===== src/rtl/hb_watchdog.sv =====
module hb_watchdog #(
  parameter int TMO_W   = 4,
  parameter int GAP_CYC = 3
) (
  input  logic clk,
  input  logic rst,
  input  logic cpu_wr,
  output logic req,
  input  logic gnt,
  input  logic upd_ack,
  output logic dead,
  output logic rst_ask
);
  localparam int GAP_W = (GAP_CYC > 1) ? $clog2(GAP_CYC) : 1;
  localparam logic [TMO_W-1:0] TMO_LAST = '1;
  localparam logic [GAP_W-1:0] GAP_LAST = GAP_W'(GAP_CYC - 1);

  typedef enum logic [2:0] {S_OFF, S_GAP, S_REQ, S_WAIT, S_DEAD} st_t;

  st_t              st;
  logic [TMO_W-1:0] tmo;
  logic [GAP_W-1:0] gap;

  always_ff @(posedge clk) begin
    if (rst) begin
      st      <= S_OFF;
      tmo     <= '0;
      gap     <= '0;
      rst_ask <= 1'b0;
    end else begin
      rst_ask <= 1'b0;
      case (st)
        S_OFF: if (cpu_wr) begin
          st  <= S_REQ;
          tmo <= '0;
        end
        S_GAP: if (gap == GAP_LAST) begin
          st  <= S_REQ;
          tmo <= '0;
        end else begin
          gap <= gap + 1'b1;
        end
        S_REQ, S_WAIT: begin
          if (st == S_WAIT && upd_ack) begin
            st  <= S_GAP;
            gap <= '0;
          end else if (tmo == TMO_LAST) begin
            st      <= S_DEAD;
            rst_ask <= 1'b1;
          end else begin
            tmo <= tmo + 1'b1;
            if (st == S_REQ && gnt) st <= S_WAIT;
          end
        end
        default: st <= S_DEAD;
      endcase
    end
  end

  assign req  = (st == S_REQ);
  assign dead = (st == S_DEAD);
endmodule



===== config.mk =====
export PLATFORM = sky130hd
export DESIGN_NAME = hb_watchdog
export DESIGN_NICKNAME = d
export VERILOG_FILES = /design/src/rtl/hb_watchdog.sv
export SDC_FILE = /design/constraint.sdc
export NUM_CORES = 1
export LEC_CHECK = 0
export ABC_AREA = 1
export CAP_MARGIN = 0
export CORE_AREA = 3 3 40 42
export CTS_CLUSTER_SIZE = 12
export DETAILED_ROUTE_END_ITERATION = 10
export DIE_AREA = 0 0 43 45
export PLACE_DENSITY = 0.76
export SYNTH_ARGS = -nofsm -noshare
export SYNTH_HDL_FRONTEND = slang
export SYNTH_SLANG_ARGS = --single-unit

===== constraint.sdc =====
create_clock -name clk -period 1.77 [get_ports clk]
set_clock_uncertainty 0.1 [all_clocks]
set_input_delay 0.354 -clock clk [delete_from_list [all_inputs] [get_ports clk]]
set_output_delay 0.354 -clock clk [all_outputs]
set_load 0.01 [all_outputs]

Yosys cells after proc, flatten, opt, wreduce, memory -nomap -nowiden
Index checks and enable logic that the tools add are counted.
- input bits: 5
- output and inout port bits: 3
- register bits: 10
- muxes and demuxes: 15
- add/subtract/negate cells: 2
- bitwise gates (word level): 1
- equal/unequal tests: 13
- reductions and logical operators: 10
- operator list (cell ; number):
    $mux 4 ; 4
    $mux 3 ; 5
    $ne 2x2->1 const B ; 6
    $pmux 4 s3 ; 1
    $pmux 3 s3 ; 1
    $eq 3x2->1 const B ; 2
    $reduce_and 3->1 ; 2
    $reduce_and 5->1 ; 1
    $add 4x1->4 const B ; 1
    $eq 4x4->1 const B ; 1
    $mux 2 ; 2
    $ne 4x4->1 const B ; 1
    $pmux 2 s2 ; 1
    $eq 3x1->1 const B ; 1
    $eq 3x3->1 const B ; 1
    $logic_not 3->1 ; 1
    $reduce_bool 3->1 ; 1
    $reduce_or 3->1 ; 1
    $add 2x1->2 const B ; 1
    $eq 2x2->1 const B ; 1
    $logic_and 1x1->1 ; 2
    $reduce_bool 2->1 ; 1
    $reduce_or 2->1 ; 1
    $mux 1 ; 1
    $not 1->1 ; 1

Longest topological paths before layout
Gate-level depths: netlist of run 1.
- word-level depth: 6
- mapped depth: 9

Least setup slack after synthesis of run 1
OpenSTA, ideal clock, no wires.
- kind: reg-to-reg
- start point: register tmo[0]
- end point: register tmo[3]
- path slack: 470 ps
- data arrival time: 1088 ps
- setup time: 112 ps
- clock period less this slack: 1300 ps
- cell stages (with the launch flop): 9
- cell sequence: dfxtp_1 > ha_1 > nand3_2 > nor2_4 > inv_2 > nand3_2 > inv_2 > nor2_1 > nor2_1
- longest elaborated chain between the ends: 4
- elaborated cells between the ends (all ways): 7
- classes of those cells: 1 x add/sub; 2 x eq/ne; 3 x mux; 1 x reduce/logical
- ends and longest elaborated chain (what ; line ; text):
    start: declaration ; 21 ; logic [TMO_W-1:0] tmo;
    start signal: assignment ; 51 ; tmo <= tmo + 1'b1;
    $add 4x1->4 ; 51 ;
    $mux 4 ; 47 ; end else if (tmo == TMO_LAST) begin
    $mux 4 ; 44 ; if (st == S_WAIT && upd_ack) begin
    $pmux 4 s3 ; 32 ; case (st)
Parallel ways exist; a longest one is shown, timed or not. The select of a mux whose other input is x is not followed.
A chain may end at the register's enable or synchronous reset.

Worst setup path in the final report of run 1
- start point: register st[2]
- end point: output port req
- longest elaborated chain between the ends: 1
- ends and longest elaborated chain (what ; line ; text):
    start: declaration ; 20 ; st_t st;
    start signal: assignment ; 26 ; st <= S_OFF;
    start signal: assignment ; 34 ; st <= S_REQ;
    start signal: assignment ; 38 ; st <= S_REQ;
    $eq 3x2->1 ; 60 ; assign req = (st == S_REQ);
    end: declaration ; 8 ; output logic req,
No other way between the ends.

==> flow_summary.html, run 1 <==
<table>
<tr><th>Metric</th><th>Value</th></tr>
<tr><th colspan="2">Place</th></tr>
<tr><td>Placed wire-length estimate after detailed placement</td><td>878 µm</td></tr>
<tr><td>Number of buffer cells added on primary ports</td><td>7</td></tr>
<tr><td>Setup Slack @ Placement</td><td>0.140 ns</td></tr>
<tr><td>Final weighted congestion in routability-driven placement</td><td>0.765</td></tr>
<tr><th colspan="2">Synth</th></tr>
<tr><td>Fraction of post-synthesis cell area in the top cell type by area</td><td>0.339</td></tr>
<tr><td>Library cell with the largest summed area after synthesis</td><td>sky130_fd_sc_hd__dfxtp_1</td></tr>
<tr><td>Most common cell in the synthesized netlist</td><td>sky130_fd_sc_hd__nand2_1</td></tr>
<tr><td>Ys async rst share</td><td>0</td></tr>
<tr><td>Post-synthesis register bit count</td><td>10</td></tr>
<tr><td>Sequential share of the synthesized area</td><td>0.339</td></tr>
<tr><td>Count of mapped cells out of synthesis</td><td>82</td></tr>
<tr><td>Combined area of all synthesized cells</td><td>591 µm²</td></tr>
<tr><td>Total nets after synthesis</td><td>89</td></tr>
<tr><td>EDFF count, synth</td><td>0</td></tr>
<tr><td>Synth top cells by count</td><td>sky130_fd_sc_hd__nand2_1 (14), sky130_fd_sc_hd__nor2_1 (11), sky130_fd_sc_hd__dfxtp_1 (10)</td></tr>
<tr><td>Avg Synthesized Cell Area</td><td>7.20 µm²</td></tr>
<tr><td>Ys flop type</td><td>sky130_fd_sc_hd__dfxtp_1</td></tr>
<tr><td>Number of warning messages in the yosys log</td><td>0</td></tr>
<tr><td>Synth unique cells</td><td>22</td></tr>
<tr><td>Ranking of synthesized cells by area</td><td>sky130_fd_sc_hd__dfxtp_1 (34%), sky130_fd_sc_hd__nand2_1 (8.9%), sky130_fd_sc_hd__nand3_1 (7.6%), sky130_fd_sc_hd__nor2_1 (7.0%), sky130_fd_sc_hd__nor2_4 (5.7%)</td></tr>
<tr><th colspan="2">Clocking</th></tr>
<tr><td>Clock tree from TritonCTS</td><td>yes</td></tr>
<tr><td>Clock insertion delay at the later pin of the skew report</td><td>0.27 ns</td></tr>
<tr><td>Buffers from clock root to sink, at most</td><td>2</td></tr>
<tr><td>Number of buffers added by the clock tree synthesis step</td><td>3</td></tr>
<tr><td>H-tree Lvls</td><td>1</td></tr>
<tr><td>Clock Pin Slew Worst Setup and Hold Paths</td><td>0.07 ns</td></tr>
<tr><td>Setup fix buffers added after clock tree synthesis</td><td>0</td></tr>
<tr><td>Number of sinks driven by the clock tree</td><td>10</td></tr>
<tr><td>CTS root buf</td><td>sky130_fd_sc_hd__clkbuf_4</td></tr>
<tr><td>Hold_buf cts</td><td>0</td></tr>
<tr><th colspan="2">Drt</th></tr>
<tr><td>Via count of the routed design</td><td>533</td></tr>
<tr><td>Iteration count of the initial detailed-routing pass</td><td>2</td></tr>
<tr><td>Number of remaining DRC errors</td><td>0</td></tr>
<tr><td>Avg Vias per Cell</td><td>4.94</td></tr>
<tr><td>Wire length reported by the detailed router</td><td>1.14 mm</td></tr>
<tr><td>Wire length per cell after detailed routing</td><td>10.5 µm</td></tr>
<tr><td>ANT nets after route</td><td>0</td></tr>
<tr><td>Violation count after the first detailed-routing iteration</td><td>14</td></tr>
<tr><th colspan="2">STA</th></tr>
<tr><td>Relative slew slack</td><td>0.857</td></tr>
<tr><td>Final Critical Period</td><td>1.60 ns</td></tr>
<tr><td>RSZ-0062 raised after global routing</td><td>no</td></tr>
<tr><td>Period utilisation layout</td><td>0.903</td></tr>
<tr><td>Measured slew at the worst slew-check pin</td><td>0.215 ns</td></tr>
<tr><td>Count of pins over their slew limit</td><td>0</td></tr>
<tr><td>Post-Route Setup TNS</td><td>0 ns</td></tr>
<tr><td>Final hold violation count</td><td>0</td></tr>
<tr><td>Setup violators final</td><td>0</td></tr>
<tr><td>Achievable frequency</td><td>0.625 GHz</td></tr>
<tr><td>Min setup slack post-route</td><td>0.171 ns</td></tr>
<tr><th colspan="2">Floorplan</th></tr>
<tr><td>Core outline area</td><td>0.00128 mm²</td></tr>
<tr><td>Die area</td><td>0.00194 mm²</td></tr>
<tr><td>Overall die height</td><td>45 µm</td></tr>
<tr><td>Horiz. Die Dim</td><td>43 µm</td></tr>
<tr><td>Count of pins on the block boundary</td><td>8</td></tr>
<tr><td>Initial core utilization</td><td>0.460</td></tr>
<tr><td>Row cnt</td><td>13</td></tr>
<tr><th colspan="2">Critical path</th></tr>
<tr><td>Type of origin of the critical path</td><td>flip-flop</td></tr>
<tr><td>Arrival time of data at the critical path endpoint</td><td>1.15 ns</td></tr>
<tr><td>Critical R2R Launch</td><td>tmo[0]$_SDFFE_PP0P_</td></tr>
<tr><td>Reg2Reg Depth</td><td>8</td></tr>
<tr><td>Kind of end point of the critical path</td><td>primary output</td></tr>
<tr><td>R2r setup slk</td><td>0.32 ns</td></tr>
<tr><td>Cell chain of the critical path</td><td>inv_2, nand2_4, nor2_1, dlygate4sd2_1</td></tr>
<tr><td>Largest incremental delay on the critical path</td><td>0.37 ns</td></tr>
<tr><td>Worst setup path class</td><td>flip-flop to primary output</td></tr>
<tr><td>Slowest stage cell on the critical path</td><td>sky130_fd_sc_hd__dfxtp_2</td></tr>
<tr><td>First element of the critical path</td><td>st[2]$_SDFFE_PP0P_</td></tr>
<tr><td>Required time of the critical path</td><td>1.32 ns</td></tr>
<tr><td>Endpoint of the most critical register-to-register path</td><td>tmo[1]$_SDFFE_PP0P_</td></tr>
<tr><td>Largest driver fanout on the critical path</td><td>7</td></tr>
<tr><th colspan="2">Global routing</th></tr>
<tr><td>Pin count of the biggest net entering global routing</td><td>8</td></tr>
<tr><td>Number of global-route vias before repair</td><td>445</td></tr>
<tr><td>Wire length of the first global-routing pass</td><td>1.86 mm</td></tr>
<tr><td>Total global routing overflow</td><td>0</td></tr>
<tr><td>Antenna violations before repair</td><td>0</td></tr>
<tr><td>Total global routing track utilization</td><td>0.132</td></tr>
<tr><th colspan="2">Pwr</th></tr>
<tr><td>Cell internal power dissipation</td><td>0.000440 W</td></tr>
<tr><td>Final total power</td><td>0.000700 W</td></tr>
<tr><td>Total power divided by cell area</td><td>987 mW/mm²</td></tr>
<tr><td>Share of total power in combinational logic</td><td>0.347</td></tr>
<tr><td>Net switching share of the total power</td><td>0.371</td></tr>
<tr><td>Clock network fraction of total power</td><td>0.223</td></tr>
<tr><td>Maximum resistive drop on vdd</td><td>0.527 mV</td></tr>
<tr><td>Sequential share of power</td><td>0.430</td></tr>
<tr><td>Static Leak</td><td>0.330 nW</td></tr>
<tr><td>Switching power summed over all nets</td><td>0.000260 W</td></tr>
<tr><th colspan="2">Run status</th></tr>
<tr><td>Result of the run</td><td>finished clean</td></tr>
<tr><th colspan="2">Worst hold path</th></tr>
<tr><td>Number of cells on the worst hold path</td><td>1</td></tr>
<tr><td>Worst min-delay path class</td><td>flip-flop to flip-flop</td></tr>
<tr><td>Worst hold endpoint</td><td>gap[0]$_SDFFE_PP0P_</td></tr>
<tr><td>Start point of the worst hold path</td><td>gap[0]$_SDFFE_PP0P_</td></tr>
<tr><th colspan="2">Cells and area</th></tr>
<tr><td>Layout cell share with drive strength beyond 1</td><td>0.247</td></tr>
<tr><td>Antenna diode count</td><td>0</td></tr>
<tr><td>Area overhead of the layout relative to synthesis</td><td>20.1%</td></tr>
<tr><td>Fin util</td><td>0.552</td></tr>
<tr><td>Nets</td><td>102</td></tr>
<tr><th colspan="2">Job</th></tr>
<tr><td>Number of maximum-capacitance violations</td><td>0</td></tr>
</table>
[layer usage]
metal,up-vias,GRT usage,wire (µm)
met2,11,0.210,503
met4,0,0.0542,13
met3,2,0.0717,85
met1,232,0.148,534
met5,-,0,0
li1,288,-,-
[worst max-delay path, delay by kind of cell, from the launching register on]
kind	cells	cell delay, ns
buffers and inverters	2	0.35
AND/OR/NAND/NOR	2	0.15
flip-flops	1	0.37
[sequential cells by signal (all words and copies together), names as in the netlist]
name,flops
rst_ask,1
st,3
tmo,4
gap,2
[timing repair]
action / in CTS / in global routing
endpoints found under the setup margin: 2 / 0
endpoints found under the hold margin: 0 / 0
resized for setup: 4 / 0
[how the worst max path moves through the flow]
stage	endpoint	slack [ns]	cells after the start
floorplan	tmo[3]$_SDFFE_PP0P_	0.47	8
global placement	dead	0.16	3
detailed placement	dead	0.14	3
CTS	req	0.17	4
global route	req	0.08	4
finish	req	0.17	4
[final cells by class]
type	count	area [µm²]
Multi-Input combinational cell	59	342
Inverter	13	48.8
Sequential cell	10	203
Tap cell	15	18.8
Fill cell	126	576
Timing Repair Buffer	8	75.1
Clock buffer	3	22.5
[logic make-up (layout without fill, tap and decap cells)]
group,after synthesis,after routing,synth area share
buffers and inverters,13,24,0.0826
adder cells (fa/ha/maj),2,2,0.0424
flip-flops,10,10,0.339
AO/OA/AOI/OAI,11,11,0.129
AND/OR/NAND/NOR,46,46,0.407
[through the flow]
stage | instances | instance area (µm²) | hold WS, ns
after floorplan | 82 | 591 | 0.307
after global routing | 108 | 709 | 0.347
after CTS | 108 | 709 | 0.336
after detailed placement | 105 | 687 | 0.320
after global placement | 105 | 687 | 0.318
final | 108 | 709 | 0.341
[power groups by stage]
stage               clock (W)  sequential (W)  combinational, W
global route         0.000173        0.000306          0.000273
detailed placement          0        0.000305          0.000246
CTS                  0.000162        0.000301          0.000244
global placement            0        0.000303          0.000242
floorplan                   0        0.000297          0.000193
finish               0.000156        0.000301          0.000243
[placed cells by master (no fill, tap or decap)]
cell type / Yosys / layout
sky130_fd_sc_hd__a21oi_1: 4 / 4
sky130_fd_sc_hd__a21oi_2: 1 / 1
sky130_fd_sc_hd__a21oi_4: 1 / 1
sky130_fd_sc_hd__buf_4: 0 / 1
sky130_fd_sc_hd__clkbuf_4: 0 / 3
sky130_fd_sc_hd__clkdlybuf4s50_1: 0 / 5
sky130_fd_sc_hd__dfxtp_1: 10 / 8
sky130_fd_sc_hd__dfxtp_2: 0 / 2
sky130_fd_sc_hd__dlygate4sd2_1: 0 / 2
sky130_fd_sc_hd__ha_1: 2 / 2
sky130_fd_sc_hd__inv_1: 8 / 8
sky130_fd_sc_hd__inv_2: 5 / 5
sky130_fd_sc_hd__nand2_1: 14 / 14
sky130_fd_sc_hd__nand2_2: 2 / 2
sky130_fd_sc_hd__nand2_4: 1 / 1
sky130_fd_sc_hd__nand3_1: 9 / 9
sky130_fd_sc_hd__nand3_2: 2 / 2
sky130_fd_sc_hd__nand4_1: 1 / 1
sky130_fd_sc_hd__nor2_1: 11 / 11
sky130_fd_sc_hd__nor2_2: 1 / 1
sky130_fd_sc_hd__nor2_4: 3 / 3
sky130_fd_sc_hd__nor3_1: 1 / 1
sky130_fd_sc_hd__o211ai_1: 1 / 1
sky130_fd_sc_hd__o21ai_0: 2 / 2
sky130_fd_sc_hd__o21ai_1: 1 / 1
sky130_fd_sc_hd__o21ai_2: 1 / 1
sky130_fd_sc_hd__or2_1: 1 / 1
Note: power is estimated with default switching activity, not from simulation.
==> inputs of run 2 (changes only) <==
--- a/config.mk
+++ b/config.mk
@@ -12,6 +12,7 @@
 export DETAILED_ROUTE_END_ITERATION = 10
 export DIE_AREA = 0 0 43 45
 export PLACE_DENSITY = 0.76
+export RECOVER_POWER = 50
 export SYNTH_ARGS = -nofsm -noshare
 export SYNTH_HDL_FRONTEND = slang
 export SYNTH_SLANG_ARGS = --single-unit
==> flow_summary.html, run 2 (synthesis results as in run 1) <==
<table>
<tr><th>Metric</th><th>Value</th></tr>
<tr><th colspan="2">Run status</th></tr>
<tr><td>Result of the run</td><td>finished clean (unchanged)</td></tr>
<tr><th colspan="2">Critical path</th></tr>
<tr><td>Worst setup path class</td><td>flip-flop to primary output (unchanged)</td></tr>
<tr><td>Arrival time of data at the critical path endpoint</td><td>1.14 ns (was 1.15 ns)</td></tr>
<tr><td>Required time of the critical path</td><td>1.32 ns (about the same)</td></tr>
<tr><td>Largest driver fanout on the critical path</td><td>7 (unchanged)</td></tr>
<tr><td>Type of origin of the critical path</td><td>flip-flop (unchanged)</td></tr>
<tr><td>Kind of end point of the critical path</td><td>primary output (unchanged)</td></tr>
<tr><th colspan="2">Drt</th></tr>
<tr><td>Iteration count of the initial detailed-routing pass</td><td>4 (was 2)</td></tr>
<tr><td>Avg Vias per Cell</td><td>4.99 (was 4.94)</td></tr>
<tr><td>Wire length per cell after detailed routing</td><td>10.4 µm (was 10.5 µm)</td></tr>
<tr><td>Via count of the routed design</td><td>539 (was 533)</td></tr>
<tr><td>Number of remaining DRC errors</td><td>0 (unchanged)</td></tr>
<tr><td>ANT nets after route</td><td>0 (unchanged)</td></tr>
<tr><td>Wire length reported by the detailed router</td><td>1.13 mm (was 1.14 mm)</td></tr>
<tr><td>Violation count after the first detailed-routing iteration</td><td>11 (was 14)</td></tr>
<tr><th colspan="2">STA</th></tr>
<tr><td>Relative slew slack</td><td>0.744 (was 0.857)</td></tr>
<tr><td>Measured slew at the worst slew-check pin</td><td>0.379 ns (was 0.215 ns)</td></tr>
<tr><td>Final hold violation count</td><td>0 (unchanged)</td></tr>
<tr><td>Period utilisation layout</td><td>0.901 (was 0.903)</td></tr>
<tr><td>Final Critical Period</td><td>1.59 ns (was 1.60 ns)</td></tr>
<tr><td>Setup violators final</td><td>0 (unchanged)</td></tr>
<tr><td>RSZ-0062 raised after global routing</td><td>no (unchanged)</td></tr>
<tr><td>Count of pins over their slew limit</td><td>0 (unchanged)</td></tr>
<tr><td>Achievable frequency</td><td>0.627 GHz (was 0.625 GHz)</td></tr>
<tr><td>Post-Route Setup TNS</td><td>0 ns (unchanged)</td></tr>
<tr><th colspan="2">Cells and area</th></tr>
<tr><td>Number of flip-flops in the largest register</td><td>4 (unchanged)</td></tr>
<tr><td>Number of fill cells</td><td>131 (was 126)</td></tr>
<tr><td>Layout cell share with drive strength beyond 1</td><td>0.215 (was 0.247)</td></tr>
<tr><td>Registers with the most flip-flops</td><td>tmo x4, st x3, gap x2 (unchanged)</td></tr>
<tr><td>Most flop-heavy register</td><td>tmo (unchanged)</td></tr>
<tr><td>Most common cell after layout, fill and taps aside</td><td>sky130_fd_sc_hd__nand2_1 (unchanged)</td></tr>
<tr><td>Non-Filler Cell Area, Final</td><td>693 µm² (was 709 µm²)</td></tr>
<tr><td>Nets</td><td>102 (unchanged)</td></tr>
<tr><td>Area overhead of the layout relative to synthesis</td><td>17.4% (was 20.1%)</td></tr>
<tr><td>Highest-count cells in the layout ignoring fill and taps</td><td>sky130_fd_sc_hd__nand2_1 (14), sky130_fd_sc_hd__nor2_1 (12), sky130_fd_sc_hd__nand3_1 (10) (was sky130_fd_sc_hd__nand2_1 (14), sky130_fd_sc_hd__nor2_1 (11), sky130_fd_sc_hd__nand3_1 (9))</td></tr>
<tr><td>Antenna diode count</td><td>0 (unchanged)</td></tr>
<tr><th colspan="2">Floorplan</th></tr>
<tr><td>Row cnt</td><td>13 (unchanged)</td></tr>
<tr><td>Core outline area</td><td>0.00128 mm² (unchanged)</td></tr>
<tr><td>Die area</td><td>0.00194 mm² (unchanged)</td></tr>
<tr><td>Initial core utilization</td><td>0.460 (unchanged)</td></tr>
<tr><td>Count of pins on the block boundary</td><td>8 (unchanged)</td></tr>
<tr><td>Horiz. Die Dim</td><td>43 µm (unchanged)</td></tr>
<tr><td>Overall die height</td><td>45 µm (unchanged)</td></tr>
<tr><th colspan="2">Clocking</th></tr>
<tr><td>Setup fix buffers added after clock tree synthesis</td><td>0 (unchanged)</td></tr>
<tr><td>CTS root buf</td><td>sky130_fd_sc_hd__clkbuf_4 (unchanged)</td></tr>
<tr><td>Buffers from clock root to sink, at most</td><td>2 (unchanged)</td></tr>
<tr><td>Number of buffers added by the clock tree synthesis step</td><td>3 (unchanged)</td></tr>
<tr><td>Number of sinks driven by the clock tree</td><td>10 (unchanged)</td></tr>
<tr><td>Clock insertion delay at the later pin of the skew report</td><td>0.26 ns (was 0.27 ns)</td></tr>
<tr><td>Clock Pin Slew Worst Setup and Hold Paths</td><td>0.07 ns (about the same)</td></tr>
<tr><td>H-tree Lvls</td><td>1 (unchanged)</td></tr>
<tr><td>Clock tree from TritonCTS</td><td>yes (unchanged)</td></tr>
<tr><th colspan="2">Place</th></tr>
<tr><td>Placed wire-length estimate after detailed placement</td><td>878 µm (unchanged)</td></tr>
<tr><td>Number of buffer cells added on primary ports</td><td>7 (unchanged)</td></tr>
<tr><td>Area of placed instances</td><td>687 µm² (unchanged)</td></tr>
<tr><td>Final weighted congestion in routability-driven placement</td><td>0.765 (unchanged)</td></tr>
<tr><th colspan="2">Pwr</th></tr>
<tr><td>Static Leak</td><td>0.329 nW (was 0.330 nW)</td></tr>
<tr><td>Final total power</td><td>0.000679 W (was 0.000700 W)</td></tr>
<tr><td>Maximum resistive drop on vdd</td><td>0.517 mV (was 0.527 mV)</td></tr>
<tr><td>Total power divided by cell area</td><td>979 mW/mm² (was 987 mW/mm²)</td></tr>
<tr><th colspan="2">Global routing</th></tr>
<tr><td>Pin count of the biggest net entering global routing</td><td>8 (unchanged)</td></tr>
<tr><td>Total global routing track utilization</td><td>0.132 (unchanged)</td></tr>
<tr><td>Antenna violations before repair</td><td>0 (unchanged)</td></tr>
<tr><td>Total global routing overflow</td><td>0 (unchanged)</td></tr>
<tr><td>Wire length of the first global-routing pass</td><td>1.86 mm (unchanged)</td></tr>
<tr><td>Number of global-route vias before repair</td><td>445 (unchanged)</td></tr>
<tr><th colspan="2">Job</th></tr>
<tr><td>Number of maximum-capacitance violations</td><td>0 (unchanged)</td></tr>
<tr><th colspan="2">Worst hold path</th></tr>
<tr><td>Worst min-delay path class</td><td>flip-flop to flip-flop (unchanged)</td></tr>
</table>
## run 2: changes by cell type in the layout (fill, tap and decap cells not counted), sizes merged
cell	delta
clkdlybuf4s50	-1
dlygate4sd3	+1
## run 2: worst paths after layout
kind	from	to	cells past startpoint	slack, ns
worst min register to register	gap[0]$_SDFFE_PP0P_	gap[0]$_SDFFE_PP0P_	1	0.34
worst min-delay path	gap[0]$_SDFFE_PP0P_	gap[0]$_SDFFE_PP0P_	1	0.34
worst max register to register	tmo[0]$_SDFFE_PP0P_	tmo[1]$_SDFFE_PP0P_	8	0.27
worst max-delay path	st[2]$_SDFFE_PP0P_	req	4	0.18
## run 2: critical path, stage by stage, from the launching register on
cell and delay (ns):
sky130_fd_sc_hd__dfxtp_2 0.37, sky130_fd_sc_hd__inv_2 0.07, sky130_fd_sc_hd__nand2_4 0.11, sky130_fd_sc_hd__nor2_1 0.04
sky130_fd_sc_hd__dlygate4sd2_1 0.28
## run 2: timing repair
item | 4_1_cts | 5_1_grt
hold buffers | 0 | 0
hold endpoints to repair | 0 | 0
setup endpoints to repair | 2 | 0
gates resized for setup | 4 | 0
## run 2: final cells by class
cell class / instances / area (µm²) / area share
timing repair buffer: 8 / 75.1 / 0.108
multi-input combinational: 59 / 325 / 0.469
sequential: 10 / 203 / 0.292
clock buffer: 3 / 22.5 / 0.0325
inverter: 13 / 48.8 / 0.0704
tap: 15 / 18.8 / 0.0271
## run 2: stage by stage
stage          worst slack, ns  std cells  hold slack, ns   util
5_1_grt                 0.0723        108           0.347  0.539
4_1_cts                  0.169        108           0.336  0.552
3_3_place_gp             0.160        105           0.318  0.535
6_report                 0.176        108           0.341  0.539
3_5_place_dp             0.140        105           0.320  0.535
2_1_floorplan            0.470         82           0.307      -
## run 2: metal layers
metal  up-vias  track usage  share of wire  wire, µm
met5         -            0              0         0
li1        288            -              -         -
met3         2       0.0717          0.079        89
met1       235        0.148           0.47       530
met2        14        0.210           0.44       495
met4         0       0.0542         0.0098        11
## run 2: report_power, final
group          internal, W  leakage (nW)  switching (W)
registers         0.000262        0.0826      0.0000377
logic            0.0000924         0.232       0.000133
clock network    0.0000784        0.0138      0.0000751
total             0.000433         0.329       0.000246
